==> src/rtl/pin_router_pkg.sv <==
package pin_router_pkg;

    localparam int SEL_W = 4;

    typedef enum logic [SEL_W-1:0] {
        SRC_CLK  = 4'd0,
        SRC_RUN  = 4'd1,
        SRC_IRQ  = 4'd2,
        SRC_LOW  = 4'd3,
        SRC_HIGH = 4'd4,
        SRC_DATA = 4'd5,
        SRC_MFD  = 4'd6,
        SRC_CHD  = 4'd7,
        SRC_CHS  = 4'd8,
        SRC_RXD  = 4'd9,
        SRC_RXS  = 4'd10
    } src_code_e;

    // first code with no source behind it; it and all above read low
    localparam logic [SEL_W-1:0] FIRST_UNUSED = 4'd11;

    typedef struct packed {
        logic run;
        logic irq;
        logic data;
        logic mfd;
        logic chd;
        logic chs;
        logic rxd;
        logic rxs;
    } sig_bundle_t;

endpackage

==> src/rtl/pin_src_mux.sv <==
module pin_src_mux
    import pin_router_pkg::*;
(
    input  logic [SEL_W-1:0] code,
    input  sig_bundle_t      sigs,
    output logic             raw
);

    always_comb begin
        case (code)
            SRC_RUN:  raw = sigs.run;
            SRC_IRQ:  raw = sigs.irq;
            SRC_LOW:  raw = 1'b0;
            SRC_HIGH: raw = 1'b1;
            SRC_DATA: raw = sigs.data;
            SRC_MFD:  raw = sigs.mfd;
            SRC_CHD:  raw = sigs.chd;
            SRC_CHS:  raw = sigs.chs;
            SRC_RXD:  raw = sigs.rxd;
            SRC_RXS:  raw = sigs.rxs;
            // clock goes through the bypass; unused codes read low
            default:  raw = 1'b0;
        endcase
    end

endmodule

==> src/rtl/pin_lane.sv <==
module pin_lane
    import pin_router_pkg::*;
#(
    parameter bit ALLOW_CLK = 1'b1
) (
    input  logic [SEL_W-1:0] code,
    input  sig_bundle_t      sigs,
    input  logic             run_ok,
    input  logic             inv,
    output logic             nxt,
    output logic             clk_route
);

    sig_bundle_t masked;
    logic [SEL_W-1:0] code_eff;
    logic raw;

    always_comb begin
        masked     = sigs;
        masked.run = sigs.run & run_ok;
    end

    generate
        if (ALLOW_CLK) begin : g_clk_ok
            assign code_eff  = code;
            assign clk_route = (code == SRC_CLK);
        end else begin : g_clk_blocked
            // clock code on this pin is demoted to a constant low source
            assign code_eff  = (code == SRC_CLK) ? SRC_LOW : code;
            assign clk_route = 1'b0;
        end
    endgenerate

    pin_src_mux u_mux (
        .code (code_eff),
        .sigs (masked),
        .raw  (raw)
    );

    assign nxt = raw ^ inv;

endmodule

==> src/rtl/pin_router.sv <==
module pin_router
    import pin_router_pkg::*;
#(
    parameter int NUM_PINS = 4,
    parameter int NUM_CFGS = 4
) (
    input  logic                         clk,
    input  logic                         rst_n,
    input  logic                         pwr_on,
    input  logic                         src_clk,
    input  logic                         src_run,
    input  logic                         src_irq,
    input  logic                         src_data,
    input  logic                         src_mfd,
    input  logic                         src_chd,
    input  logic                         src_chs,
    input  logic                         src_rxd,
    input  logic                         src_rxs,
    input  logic [NUM_PINS*SEL_W-1:0]    pin_sel,
    input  logic [NUM_PINS-1:0]          pin_inv,
    input  logic [NUM_PINS*NUM_CFGS-1:0] run_en,
    input  logic [((NUM_CFGS > 1) ? $clog2(NUM_CFGS) : 1)-1:0] cfg_idx,
    output logic [NUM_PINS-1:0]          pin_out,
    output logic [NUM_PINS-1:0]          pin_oe
);

    localparam int NO_CLK_PIN = NUM_PINS - 1;

    typedef struct packed {
        logic [NUM_PINS-1:0] pin;
    } state_t;

    state_t              state_d, state_q;
    sig_bundle_t         sigs;
    logic [NUM_PINS-1:0] run_row;
    logic [NUM_PINS-1:0] lane_nxt;
    logic [NUM_PINS-1:0] clk_route;

    always_comb begin
        sigs.run  = src_run;
        sigs.irq  = src_irq;
        sigs.data = src_data;
        sigs.mfd  = src_mfd;
        sigs.chd  = src_chd;
        sigs.chs  = src_chs;
        sigs.rxd  = src_rxd;
        sigs.rxs  = src_rxs;
    end

    // enable row of the active configuration
    always_comb begin
        run_row = run_en[int'(cfg_idx)*NUM_PINS +: NUM_PINS];
    end

    generate
        for (genvar g = 0; g < NUM_PINS; g++) begin : g_lane
            pin_lane #(
                .ALLOW_CLK (g != NO_CLK_PIN)
            ) u_lane (
                .code      (pin_sel[g*SEL_W +: SEL_W]),
                .sigs      (sigs),
                .run_ok    (run_row[g]),
                .inv       (pin_inv[g]),
                .nxt       (lane_nxt[g]),
                .clk_route (clk_route[g])
            );
        end
    endgenerate

    always_comb begin
        state_d     = state_q;
        state_d.pin = lane_nxt;
    end

    always_ff @(posedge clk or negedge rst_n) begin
        if (!rst_n) begin
            state_q <= '0;
        end else begin
            state_q <= state_d;
        end
    end

    // clock bypass and power gating
    always_comb begin
        for (int i = 0; i < NUM_PINS; i++) begin
            pin_out[i] = pwr_on & (clk_route[i] ? (src_clk ^ pin_inv[i])
                                                : state_q.pin[i]);
        end
        pin_oe = {NUM_PINS{pwr_on}};
    end

    generate
        for (genvar g = 0; g < NUM_PINS; g++) begin : g_chk
            p_reg_path_r2: assert property (@(posedge clk) disable iff (!rst_n)
                ($past(rst_n) && pwr_on && !clk_route[g])
                    |-> pin_out[g] == $past(lane_nxt[g]));

            p_unused_low_r3: assert property (@(posedge clk) disable iff (!rst_n)
                (pin_sel[g*SEL_W +: SEL_W] >= FIRST_UNUSED)
                    |-> lane_nxt[g] == pin_inv[g]);

            p_run_mask_r7: assert property (@(posedge clk) disable iff (!rst_n)
                (pin_sel[g*SEL_W +: SEL_W] == SRC_RUN
                    && !run_en[int'(cfg_idx)*NUM_PINS + g])
                    |-> lane_nxt[g] == pin_inv[g]);
        end
    endgenerate

    p_last_no_clk_r6: assert property (@(posedge clk) disable iff (!rst_n)
        ($past(rst_n) && pwr_on
            && pin_sel[NO_CLK_PIN*SEL_W +: SEL_W] == SRC_CLK
            && $past(pin_sel[NO_CLK_PIN*SEL_W +: SEL_W] == SRC_CLK)
            && $stable(pin_inv[NO_CLK_PIN]))
            |-> pin_out[NO_CLK_PIN] == pin_inv[NO_CLK_PIN]);

    p_float_r9: assert property (@(posedge clk) disable iff (!rst_n)
        !pwr_on |-> (pin_out == '0 && pin_oe == '0));

    p_drive_r10: assert property (@(posedge clk) disable iff (!rst_n)
        pwr_on |-> pin_oe == {NUM_PINS{1'b1}});

endmodule

==> config.mk <==
export PLATFORM = sky130hd
export DESIGN_NAME = pin_router
export DESIGN_NICKNAME = d
export VERILOG_FILES = /design/src/rtl/pin_router_pkg.sv /design/src/rtl/pin_src_mux.sv /design/src/rtl/pin_lane.sv /design/src/rtl/pin_router.sv
export SDC_FILE = /design/constraint.sdc
export NUM_CORES = 1
export LEC_CHECK = 0
export BUFFER_PORTS_ARGS = -buffer_cell sky130_fd_sc_hd__buf_4
export CORE_UTILIZATION = 41
export DETAILED_ROUTE_END_ITERATION = 8
export PLACE_DENSITY = 0.84
export SLEW_MARGIN = 10
export SYNTH_ARGS = -nofsm -noshare
export SYNTH_HDL_FRONTEND = slang
export SYNTH_SLANG_ARGS = --single-unit
export TNS_END_PERCENT = 20
==> constraint.sdc <==
create_clock -name clk -period 3.2 [get_ports clk]
set_clock_uncertainty 0.2 [all_clocks]
set_input_delay 0.64 -clock clk [delete_from_list [all_inputs] [get_ports clk]]
set_output_delay 0.64 -clock clk [all_outputs]
set_load 0.01 [all_outputs]
### Yosys cells after proc, flatten, opt, wreduce, memory -nomap -nowiden

Cells that the tools add are included.

* eq/ne operators: 36
* shifts and indexed selects: 1
* multiplexer cells: 8
* bitwise gates (word level): 15
* reduce and logical (&&, ||, !) cells: 4

Operator list (count)
* $eq A4 B3 Y1 const B: 16
* $eq A4 B4 Y1 const B: 12
* $pmux W1 S9: 4
* $eq A4 B1 Y1 const B: 4
* $eq A4 B2 Y1 const B: 4
* $logic_not A4 Y1: 4
* $shiftx A16 B5 Y4: 1
* $and A1 B1 Y1: 8
* $xor A1 B1 Y1: 7
* $mux W4: 1
* $mux W1: 3

* register bits: 4
* bits of input ports: 50
* output and inout port bits: 8
* logic and storage cells: 65

### Depth between registers and ports, before layout

Gate-level depths: netlist of the first run.

* word-level depth: 5
* mapped depth: 6
* mapped depth without buffers: 5

### By module

Synthesis of the first run repeated with hierarchy kept, for this count alone.

* cell total of the unflattened synthesis: 83
* area total of the unflattened synthesis: 823.3 µm²

Modules (own cells, without submodules)
* pin_src_mux: instances 4, cells each 10, area each 92.6 µm², seq. area each 0.0 µm²
* pin_router: instances 1, cells each 25, area each 315.3 µm², seq. area each 100.1 µm²
* pin_lane (g_lane[0].u_lane ...): instances 3, cells each 3, area each 27.5 µm², seq. area each 0.0 µm²
* pin_lane (g_lane[3].u_lane): instances 1, cells each 9, area each 55.1 µm², seq. area each 0.0 µm²

### Worst setup path before layout of the first run

OpenSTA, ideal clock, no wires.

* path kind: input to output
* start: input pin_sel[1]
* end: output pin_out[0]
* arrival time: 1.343 ns
* required time: 2.360 ns
* slack: 1.017 ns
* stages: 4
* buffers on the path: 1
* path through: clkbuf_1 > nor4_1 > nand2_1 > o211a_1

* longest elaborated chain between the ends: 3

RTL lines
* from (decl): line pin_router.sv:19 `input logic [NUM_PINS*SEL_W-1:0] pin_sel,`
* $logic_not A4 Y1: line pin_lane.sv:26 `assign clk_route = (code == SRC_CLK);`
* $mux W1: line pin_router.sv:86 `pin_out[i] = pwr_on & (clk_route[i] ? (src_clk ^ pin_inv[i])`
* $and A1 B1 Y1: line pin_router.sv:86
* to (decl): line pin_router.sv:23 `output logic [NUM_PINS-1:0] pin_out,`

No other way between the ends.

### Final worst setup path of the first run

* start: input pin_sel[0]
* end: output pin_out[0]

The elaborated chain is that of the path after synthesis.

==> results.rst, run 1 <==
.. list-table::
   :header-rows: 1

   * - Metric
     - Value
   * - Outcome
     - finished, violations left
   * - Violated checks
     - design-rule violations
   * - Finish-stage setup viols
     - 0
   * - Required time worst endpoint
     - 2360 ps
   * - Maximum clock path buffer count
     - 2
   * - Post-detailed-route DRC marker count
     - 8
   * - Fill cell total of the finished layout
     - between 100 and 150
   * - Switching part of the total
     - between 20% and 30%
   * - Number of instances resized during post-cts repair
     - 0
   * - Residual overflow from global routing
     - 0
   * - Max FFs per register
     - 4
   * - Number of inserted diodes
     - 0
   * - Top FF cell, synth
     - dfrtp_1
   * - Internal Pwr Total
     - roughly 0.18 mW
   * - GRT Overall Usage
     - a little under a quarter
   * - DIE HEIGHT
     - roughly 44 µm
   * - Post-synthesis instance area
     - ~700 µm²
   * - Part of the Yosys area used for sequential elements
     - between 10% and 20%
   * - Endpoints failing hold
     - 0
   * - Setup repair after global routing missed its margin
     - no
   * - Area enclosed by the die boundary
     - approximately 1900 µm²
   * - Synth Net Count
     - 130
   * - Wire length per cell after detailed routing
     - between 10 and 15 µm
   * - Final non-filler cell total
     - around 150
   * - Share of layout cells above drive strength 1
     - 46.32%
   * - Largest registers
     - state_q: 4 flops
   * - Total core area
     - 1559 µm²
   * - Arr. time, crit path
     - around 1600 ps
   * - TritonCTS clock tree
     - yes
   * - Critical Setup Path Class
     - in2out
   * - Die extent in x
     - 43.56 µm
   * - Level count of the clock H-tree
     - 1
   * - Cell at the root of the clock tree
     - clkbuf_4
   * - Final RePlAce weighted congestion
     - 0.7991
   * - Number of sinks handled by clock tree synthesis
     - 4
   * - Maximum number of pins on one net before global-route repair
     - 9
   * - Synth Area per Inst
     - roughly 8.9 µm²
   * - Setup crit start kind
     - input pin
   * - Number of register bits inferred by synthesis
     - 4
   * - Total Wirelength
     - slightly below 2000 µm
   * - Total via count in the routed design
     - ~900
   * - Post-DP Area
     - roughly 1100 µm²
   * - Period minus WS final
     - 2403 ps
   * - Biggest register
     - state_q
   * - Final standard cell utilization of the core
     - 74.08%
   * - Post-Place Cells
     - 148
   * - Cell area after layout
     - about 1200 µm²
   * - Top-Level Pins
     - between 50 and 60
   * - Clock-pin slew on the worst setup and hold paths
     - about 40 ps
   * - Share of the clock period used by the worst path
     - about 75%
   * - Headroom to the max-slew limit
     - 72.71%
   * - Yosys Warn Count
     - 0
   * - LEAKAGE
     - between 0.5 and 0.6 nW
   * - Detailed-router iteration count before antenna repair
     - 6
   * - Sequential share of power
     - roughly a quarter
   * - Area added between synthesis and finish
     - 63.07%
   * - Async set or reset register ratio after synthesis
     - 100.0%
   * - Power Density
     - 223.5 nW/µm²
   * - Total number of nets in the final design
     - approximately 190
   * - Power spent charging and discharging nets
     - between 0.07 and 0.08 mW
   * - Initial Util
     - between 40% and 50%
   * - Maximum fanout along the worst path
     - 7
   * - Wire length of the first global-routing pass
     - 3339 µm
   * - Antenna violations before repair
     - 0
   * - Max-cap violations
     - 0
   * - Critical Path End Type
     - output pin
   * - Class of the tightest hold or removal check
     - in2reg
   * - Proportion of power drawn by the clock network
     - 23.3%
   * - Synthesized instance count
     - 80
   * - Worst Tran Pin Value
     - around 400 ps
   * - Starting DRT DRC Count
     - 18
   * - Final total negative setup slack
     - 0 ps
   * - Post-synth EDFFs
     - 0
   * - Via density
     - between 5 and 6
   * - Total CTS buffers
     - 3
   * - Number of port buffers
     - 57
   * - Highest clock rate
     - roughly 0.42 GHz
   * - Count of unique library cells instantiated by Yosys
     - 32
   * - DRT antenna net count
     - 0
   * - Number of slew-limit violations in the final report
     - 0
   * - Combinational share of power
     - between 50 and 60%
   * - Number of global-route vias before repair
     - 854
   * - Cell row count
     - 14
   * - Peak supply drop
     - ~0.13 mV
   * - Half-perimeter wire length of the detailed placement result
     - 1726 µm
[area by class of cell]
type / count / area [µm²] / area share (%)
Tap cell: 16 / 20.02 / 1.733
Inverter: 2 / 7.507 / 0.6501
Multi-Input combinational cell: 69 / 566.8 / 49.08
Timing Repair Buffer: 58 / 437.9 / 37.92
Clock buffer: 3 / 22.52 / 1.950
Sequential cell: 4 / 100.1 / 8.667
[cell families after synthesis]
group / Yosys count / share of synthesized area (%)
mux: 13 / 27.39
simple gates: 33 / 27.56
compound gates: 16 / 16.43
buf+inv: 7 / 5.830
flops: 4 / 14.13
xor+xnor: 7 / 8.657
[cell usage in the layout, fill, tap and decap left out, drive strengths merged, types with 4 or more instances in the layout]
master	n
xnor2	5
buf	57
nor3	4
mux4	4
nor2	4
nand2	6
mux2i	7
dfrtp	4
nor4	4
[worst paths after layout]
path	start	end	slack, ps	cells past startpoint
max in group asynchronous	rst_n	state_q[1]	2160	2
min in group asynchronous	rst_n	state_q[3]	540	2
worst min-delay path	pin_inv[3]	state_q[3]	390	2
worst max-delay path	pin_sel[0]	pin_out[0]	800	5
[what timing repair did]
item	in CTS	in global routing
buffers inserted	0	0
hold buffers	1	0
endpoints found under the setup margin	0	0
hold endpoints to repair	4	0
[cells in the mapped netlist, drive strengths merged (3+ instances only)]
library cell / number / area (µm²)
a21oi: 3 / 15.01
a31oi: 3 / 18.77
buf: 4 / 30.03
dfrtp: 4 / 100.1
mux2i: 7 / 70.07
mux4: 4 / 101.4
nand2: 6 / 22.52
nand3b: 3 / 22.52
nor2: 4 / 15.01
nor3: 4 / 20.02
nor4: 4 / 25.02
o211a: 3 / 30.03
xnor2: 5 / 43.79
[metal layers]
layer | share of wire (%) | up-vias | global-route usage, %
li1 | - | 436 | -
met1 | 38 | 388 | 27.13
met2 | 51 | 58 | 43.58
met3 | 9.8 | 2 | 2.917
met4 | 0.91 | 0 | 7.500
met5 | 0 | - | 0
[through the flow]
step | total power, mW | setup slack, ps | hold slack (ps)
finish | 0.2581 | 797.0 | 388.5
global route | 0.2782 | 675.4 | 385.0
CTS | 0.2604 | 800.1 | 384.2
detailed placement | 0.1975 | 801.6 | 237.0
global placement | 0.1936 | 809.6 | 236.9
floorplan | 0.1171 | 1017 | 144.4
[power by group through the flow]
stage	clock (mW)	sequential, mW	combinational (mW)
floorplan	0	0.0603	0.0568
global placement	0	0.0609	0.133
detailed placement	0	0.0618	0.136
CTS	0.0621	0.0612	0.137
global route	0.0671	0.0615	0.149
finish	0.0601	0.0612	0.137
[worst max-delay path, stage by stage]
cell and delay [ps]:
buf_4 130, nor4_1 410, nand2_1 90, o211a_1 140
buf_4 140
No activity file was read; power rests on OpenSTA's default activity.
==> inputs of run 2 (changes only) <==
- CORE_UTILIZATION: 41 -> 38
- PLACE_DENSITY: 0.84 -> 0.79
- clock period: 3.2 -> 2.3 ns (I/O delays scaled with it)
==> results.rst, run 2 (synthesized netlist as in run 1, its figures left out) <==
.. list-table::
   :header-rows: 1

   * - Metric
     - Value
   * - DIE HEIGHT
     - 45.17 µm (+3.7%)
   * - Max-cap violations
     - 0 (unchanged)
   * - Number of slew-limit violations in the final report
     - 0 (unchanged)
   * - Via density
     - 5.571 (-4.2%)
   * - TritonCTS clock tree
     - yes
   * - Number of global-route vias before repair
     - 831 (-2.7%)
   * - Maximum clock path buffer count
     - 2 (unchanged)
   * - Area added between synthesis and finish
     - 64.66%
   * - Share of layout cells above drive strength 1
     - 46.32% (unchanged)
   * - Level count of the clock H-tree
     - 1 (unchanged)
   * - Final total negative setup slack
     - 0 ps (unchanged)
   * - Setup crit start kind
     - input pin
   * - Area enclosed by the die boundary
     - 2040 µm² (+7.5%)
   * - Half-perimeter wire length of the detailed placement result
     - 1793 µm (+3.9%)
   * - Final standard cell utilization of the core
     - 66.81% (-7.3 points)
   * - Critical Path Start
     - pin_sel[9]
   * - Arr. time, crit path
     - 1450 ps (-110 ps)
   * - Clock-pin slew on the worst setup and hold paths
     - 30 ps (about the same)
   * - Final RePlAce weighted congestion
     - 0.7864 (-1.6%)
   * - Total CTS buffers
     - 3 (unchanged)
   * - Wire length per cell after detailed routing
     - 12.71 µm (-2.2%)
   * - Endpoints failing hold
     - 0 (unchanged)
   * - Maximum fanout along the worst path
     - 7 (unchanged)
   * - Residual overflow from global routing
     - 0 (unchanged)
   * - Number of inserted diodes
     - 0 (unchanged)
   * - DRT antenna net count
     - 0 (unchanged)
   * - Die extent in x
     - 45.17 µm (+3.7%)
   * - Total core area
     - 1745 µm² (+12%)
   * - Total number of nets in the final design
     - 188 (unchanged)
   * - Total power of the final layout
     - 0.3584 mW (+39%)
   * - Top-Level Pins
     - 58 (unchanged)
   * - GRT Overall Usage
     - 21.83% (-1.5 points)
   * - Outcome
     - complete, no violations
   * - Most common cell after layout, fill and taps aside
     - buf_4
   * - Initial Util
     - 40.57% (-4.9 points)
   * - Worst path setup slack after routing
     - 189.8 ps (-607.2 ps)
   * - Critical Path End Type
     - output pin
   * - Total via count in the routed design
     - 897 (+1.5%)
   * - Wire length of the first global-routing pass
     - 3270 µm (-2.1%)
   * - Detailed-router iteration count before antenna repair
     - 4 (-2)
   * - Post-DP Area
     - 1134 µm² (+1.0%)
   * - Share of the clock period used by the worst path
     - roughly nine tenths
   * - Number of port buffers
     - 57 (unchanged)
   * - Highest clock rate
     - 0.4739 GHz
   * - Total Wirelength
     - 2047 µm (+3.5%)
   * - LEAKAGE
     - 0.5600 nW (unchanged)
   * - Number of sinks handled by clock tree synthesis
     - 4 (unchanged)
   * - Cell at the root of the clock tree
     - clkbuf_4
   * - Worst Tran Pin Value
     - 463.2 ps (+64.14 ps)
   * - Starting DRT DRC Count
     - 9 (-9)
   * - Required time worst endpoint
     - 1640 ps (-720 ps)
   * - Worst slack at placement
     - 211.0 ps (-590.5 ps)
   * - Max FFs per register
     - 4 (unchanged)
   * - Period minus WS final
     - roughly 2100 ps
   * - Setup repair after global routing missed its margin
     - no
   * - Biggest register
     - state_q
   * - Commonest non-fill, non-tap cells in the layout
     - 57 x buf_4, 7 x mux2i_1, 6 x nand2_1, 5 x xnor2_1
   * - Post-CTS Setup Bufs
     - 0 (unchanged)
   * - Maximum number of pins on one net before global-route repair
     - 9 (unchanged)
   * - Antenna violations before repair
     - 0 (unchanged)
   * - Peak supply drop
     - 0.1454 mV (+13%)
   * - Power Density
     - 307.3 nW/µm² (+38%)
   * - Fill cell total of the finished layout
     - 146 (+28%)
   * - Post-detailed-route DRC marker count
     - 0 (-8)
   * - Finish-stage setup viols
     - 0 (unchanged)
   * - Critical Setup Path Class
     - in2out
   * - Class of the tightest hold or removal check
     - in2reg
   * - Cell area after layout
     - 1166 µm² (+0.98%)
   * - Cell row count
     - 15 (+1)
   * - Worst setup path endpoint
     - pin_out[2]
   * - Largest registers
     - state_q: 4 flops
   * - Headroom to the max-slew limit
     - 68.84% (-3.9 points)
[run 2: cell counts in the layout (fill, tap and decap cells not counted)]
No cell type changed its count.
[run 2: per-stage QoR]
stage,hold slack [ps],instances
final,214.7,161
after global placement,59.48,157
after floorplan,-35.59,80
after CTS,206.4,161
after global routing,218.6,161
after detailed placement,59.70,157
[run 2: layout make-up]
cell class | instances | area [µm²] | area share (%)
clock buffer | 3 | 22.52 | 1.931
inverter | 2 | 7.507 | 0.6438
multi-input combinational | 69 | 566.8 | 48.61
sequential | 4 | 100.1 | 8.584
tap | 25 | 31.28 | 2.682
timing repair buffer | 58 | 437.9 | 37.55
[run 2: power breakdown]
group	switching [mW]	total, mW	internal [mW]
Sequential	0.00275	0.0840	0.0812
Combinational	0.0764	0.192	0.115
Clock	0.0246	0.0827	0.0581
Total	0.104	0.358	0.255
[run 2: worst max-delay path, stage by stage]
cell	delay, ps
buf_4	130
nor4_1	450
nand2_1	110
o211a_1	150
buf_4	140
[run 2: repair_timing]
action | 4_1_cts | 5_1_grt
resized for setup | 0 | 0
hold buffers | 1 | 0
endpoints found under the hold margin | 4 | 0
[run 2: how the worst min path moves through the flow]
stage	slack (ps)	from	to	depth (start not counted)
2_1_floorplan	-40	rst_n	state_q[0]	0
3_3_place_gp	60	rst_n	state_q[0]	1
3_5_place_dp	60	rst_n	state_q[0]	1
4_1_cts	210	pin_inv[3]	state_q[3]	2
5_1_grt	220	pin_inv[3]	state_q[3]	2
6_report	210	pin_inv[3]	state_q[3]	2
[run 2: per-layer routing]
layer	routed length, µm	track usage (%)
met5	0	0
met4	0	7.273
met3	151	2.800
met2	1143	44.35
met1	752	22.20
==> inputs of run 3 (changes only) <==
- RECOVER_POWER: not set -> 25
==> results.rst, run 3 (synthesized netlist as in run 1, its figures left out) <==
.. list-table::
   :header-rows: 1

   * - Metric
     - Value
   * - Switching part of the total
     - 29.00% (+0.052 points)
   * - Proportion of power drawn by the clock network
     - 23.1% (about the same)
   * - Post-CTS Setup Bufs
     - 0 (unchanged)
   * - Residual overflow from global routing
     - 0 (unchanged)
   * - Total via count in the routed design
     - 897 (unchanged)
   * - Total CTS buffers
     - 3 (unchanged)
   * - Hold path start
     - pin_inv[3]
   * - Power Density
     - 307.6 nW/µm² (about the same)
   * - Combinational share of power
     - 53.4% (about the same)
   * - Worst Tran Pin Value
     - 463.2 ps (unchanged)
   * - Total core area
     - 1745 µm² (unchanged)
   * - Detailed-router iteration count before antenna repair
     - 4 (unchanged)
   * - Number of inserted diodes
     - 0 (unchanged)
   * - Worst slack on hold paths
     - 214.7 ps (unchanged)
   * - Level count of the clock H-tree
     - 1 (unchanged)
   * - Clock-pin slew on the worst setup and hold paths
     - 30 ps (about the same)
   * - Cell row count
     - 15 (unchanged)
   * - Number of global-route vias before repair
     - 831 (unchanged)
   * - Internal Pwr Total
     - 0.2539 mW (-0.30%)
   * - Area added between synthesis and finish
     - 64.13%
   * - Post-DP Area
     - 1134 µm² (unchanged)
   * - Biggest register
     - state_q
   * - Final non-filler cell total
     - 161 (unchanged)
   * - Most common cell after layout, fill and taps aside
     - buf_4
   * - Wire length per cell after detailed routing
     - 12.70 µm (-0.15%)
   * - Required time worst endpoint
     - 1640 ps (about the same)
   * - Cell at the root of the clock tree
     - clkbuf_4
   * - Maximum clock path buffer count
     - 2 (unchanged)
   * - Via density
     - 5.571 (unchanged)
   * - Share of layout cells above drive strength 1
     - 45.59% (-0.74 points)
   * - Top-Level Pins
     - 58 (unchanged)
   * - Peak supply drop
     - 0.1454 mV (about the same)
   * - Post-detailed-route DRC marker count
     - 0 (unchanged)
   * - Outcome
     - complete, no violations
   * - Max FFs per register
     - 4 (unchanged)
   * - Class of the tightest hold or removal check
     - in2reg
   * - Starting DRT DRC Count
     - 9 (unchanged)
   * - Number of instances resized during post-cts repair
     - 0 (unchanged)
   * - Arr. time, crit path
     - 1450 ps (about the same)
   * - Number of port buffers
     - 57 (unchanged)
   * - Highest clock rate
     - 0.4739 GHz (unchanged)
   * - Area enclosed by the die boundary
     - 2040 µm² (unchanged)
   * - Maximum number of pins on one net before global-route repair
     - 9 (unchanged)
   * - Setup crit start kind
     - input pin
   * - DIE HEIGHT
     - 45.17 µm (unchanged)
   * - Wire length of the first global-routing pass
     - 3270 µm (unchanged)
   * - DRT antenna net count
     - 0 (unchanged)
   * - Antenna violations before repair
     - 0 (unchanged)
   * - Power spent charging and discharging nets
     - 0.1037 mW (about the same)
   * - Share of the clock period used by the worst path
     - 91.75% (unchanged)
   * - Total number of nets in the final design
     - 188 (unchanged)
   * - Maximum fanout along the worst path
     - 7 (unchanged)
   * - Post-Place Cells
     - 157 (unchanged)
   * - Headroom to the max-slew limit
     - 68.84% (unchanged)
   * - Half-perimeter wire length of the detailed placement result
     - 1793 µm (unchanged)
   * - Fill cell total of the finished layout
     - 148 (+1.4%)
   * - Endpoint of the worst hold-timing path
     - state_q[3]
   * - LEAKAGE
     - 0.5564 nW (-0.65%)
   * - Die extent in x
     - 45.17 µm (unchanged)
   * - Period minus WS final
     - 2110 ps (unchanged)
   * - Critical Path End Type
     - output pin
   * - GRT Overall Usage
     - 21.83% (unchanged)
   * - Hold Crit Depth
     - 2 (unchanged)
   * - Setup repair after global routing missed its margin
     - no
   * - Number of slew-limit violations in the final report
     - 0 (unchanged)
   * - TritonCTS clock tree
     - yes
   * - Final total negative setup slack
     - 0 ps (unchanged)
   * - Largest registers
     - state_q: 4 flops
   * - Endpoints failing hold
     - 0 (unchanged)
   * - Cell area after layout
     - 1162 µm² (-0.32%)
   * - Commonest non-fill, non-tap cells in the layout
     - 56 x buf_4, 7 x mux2i_1, 6 x nand2_1, 5 x xnor2_1
   * - Max-cap violations
     - 0 (unchanged)
   * - Critical Setup Path Class
     - in2out
   * - Number of sinks handled by clock tree synthesis
     - 4 (unchanged)
   * - Sequential share of power
     - 23.5% (about the same)
   * - Total Wirelength
     - 2044 µm (-0.15%)
   * - Final RePlAce weighted congestion
     - 0.7864 (unchanged)
   * - Initial Util
     - 40.57% (unchanged)
   * - Number of buffers inserted by hold repair at cts
     - 1 (unchanged)
   * - Finish-stage setup viols
     - 0 (unchanged)
[run 3: cell count changes in the layout (fill, tap and decap cells not counted)]
cell | previous run | this run
buf_4 | 57 | 56
clkbuf_1 | 0 | 1
[run 3: worst max path at each step]
stage,startpoint,end
after detailed placement,pin_sel[9],pin_out[2]
after floorplan,pin_sel[1],pin_out[0]
after global placement,pin_sel[9],pin_out[2]
after global routing,pin_sel[9],pin_out[2]
final,pin_sel[9],pin_out[2]
after CTS,pin_sel[9],pin_out[2]
[run 3: power by group through the flow]
stage,registers [mW],logic (mW),clock network [mW]
final,0.0840,0.191,0.0827
after floorplan,0.0839,0.0790,0
after global placement,0.0845,0.185,0
after detailed placement,0.0849,0.191,0
after CTS,0.0841,0.193,0.0866
after global routing,0.0846,0.208,0.0895
[run 3: area by class of cell]
class | count | area (µm²) | area share (%)
multi-input combinational | 69 | 566.8 | 48.76
timing repair buffer | 58 | 434.2 | 37.35
sequential | 4 | 100.1 | 8.611
tap | 25 | 31.28 | 2.691
clock buffer | 3 | 22.52 | 1.938
inverter | 2 | 7.507 | 0.6459
[run 3: per-layer routing]
layer	GRT usage [%]	up-vias	part of all wire, %
met5	0	-	0
met4	7.273	0	0
met3	2.800	0	7.4
met2	44.35	39	56
met1	22.20	424	37
li1	-	434	-
[run 3: stage by stage]
stage	setup WS, ps	utilization, %	power (mW)
after floorplan	477.2	-	0.1629
after global placement	267.0	64.95	0.2690
after detailed placement	211.0	64.95	0.2755
after CTS	198.7	66.81	0.3634
after global routing	143.8	66.60	0.3819
final	189.8	66.60	0.3576
[run 3: critical path, cell delays in order]
cell and delay [ps]:
buf_4 130, nor4_1 450, nand2_1 110, o211a_1 150, buf_4 140
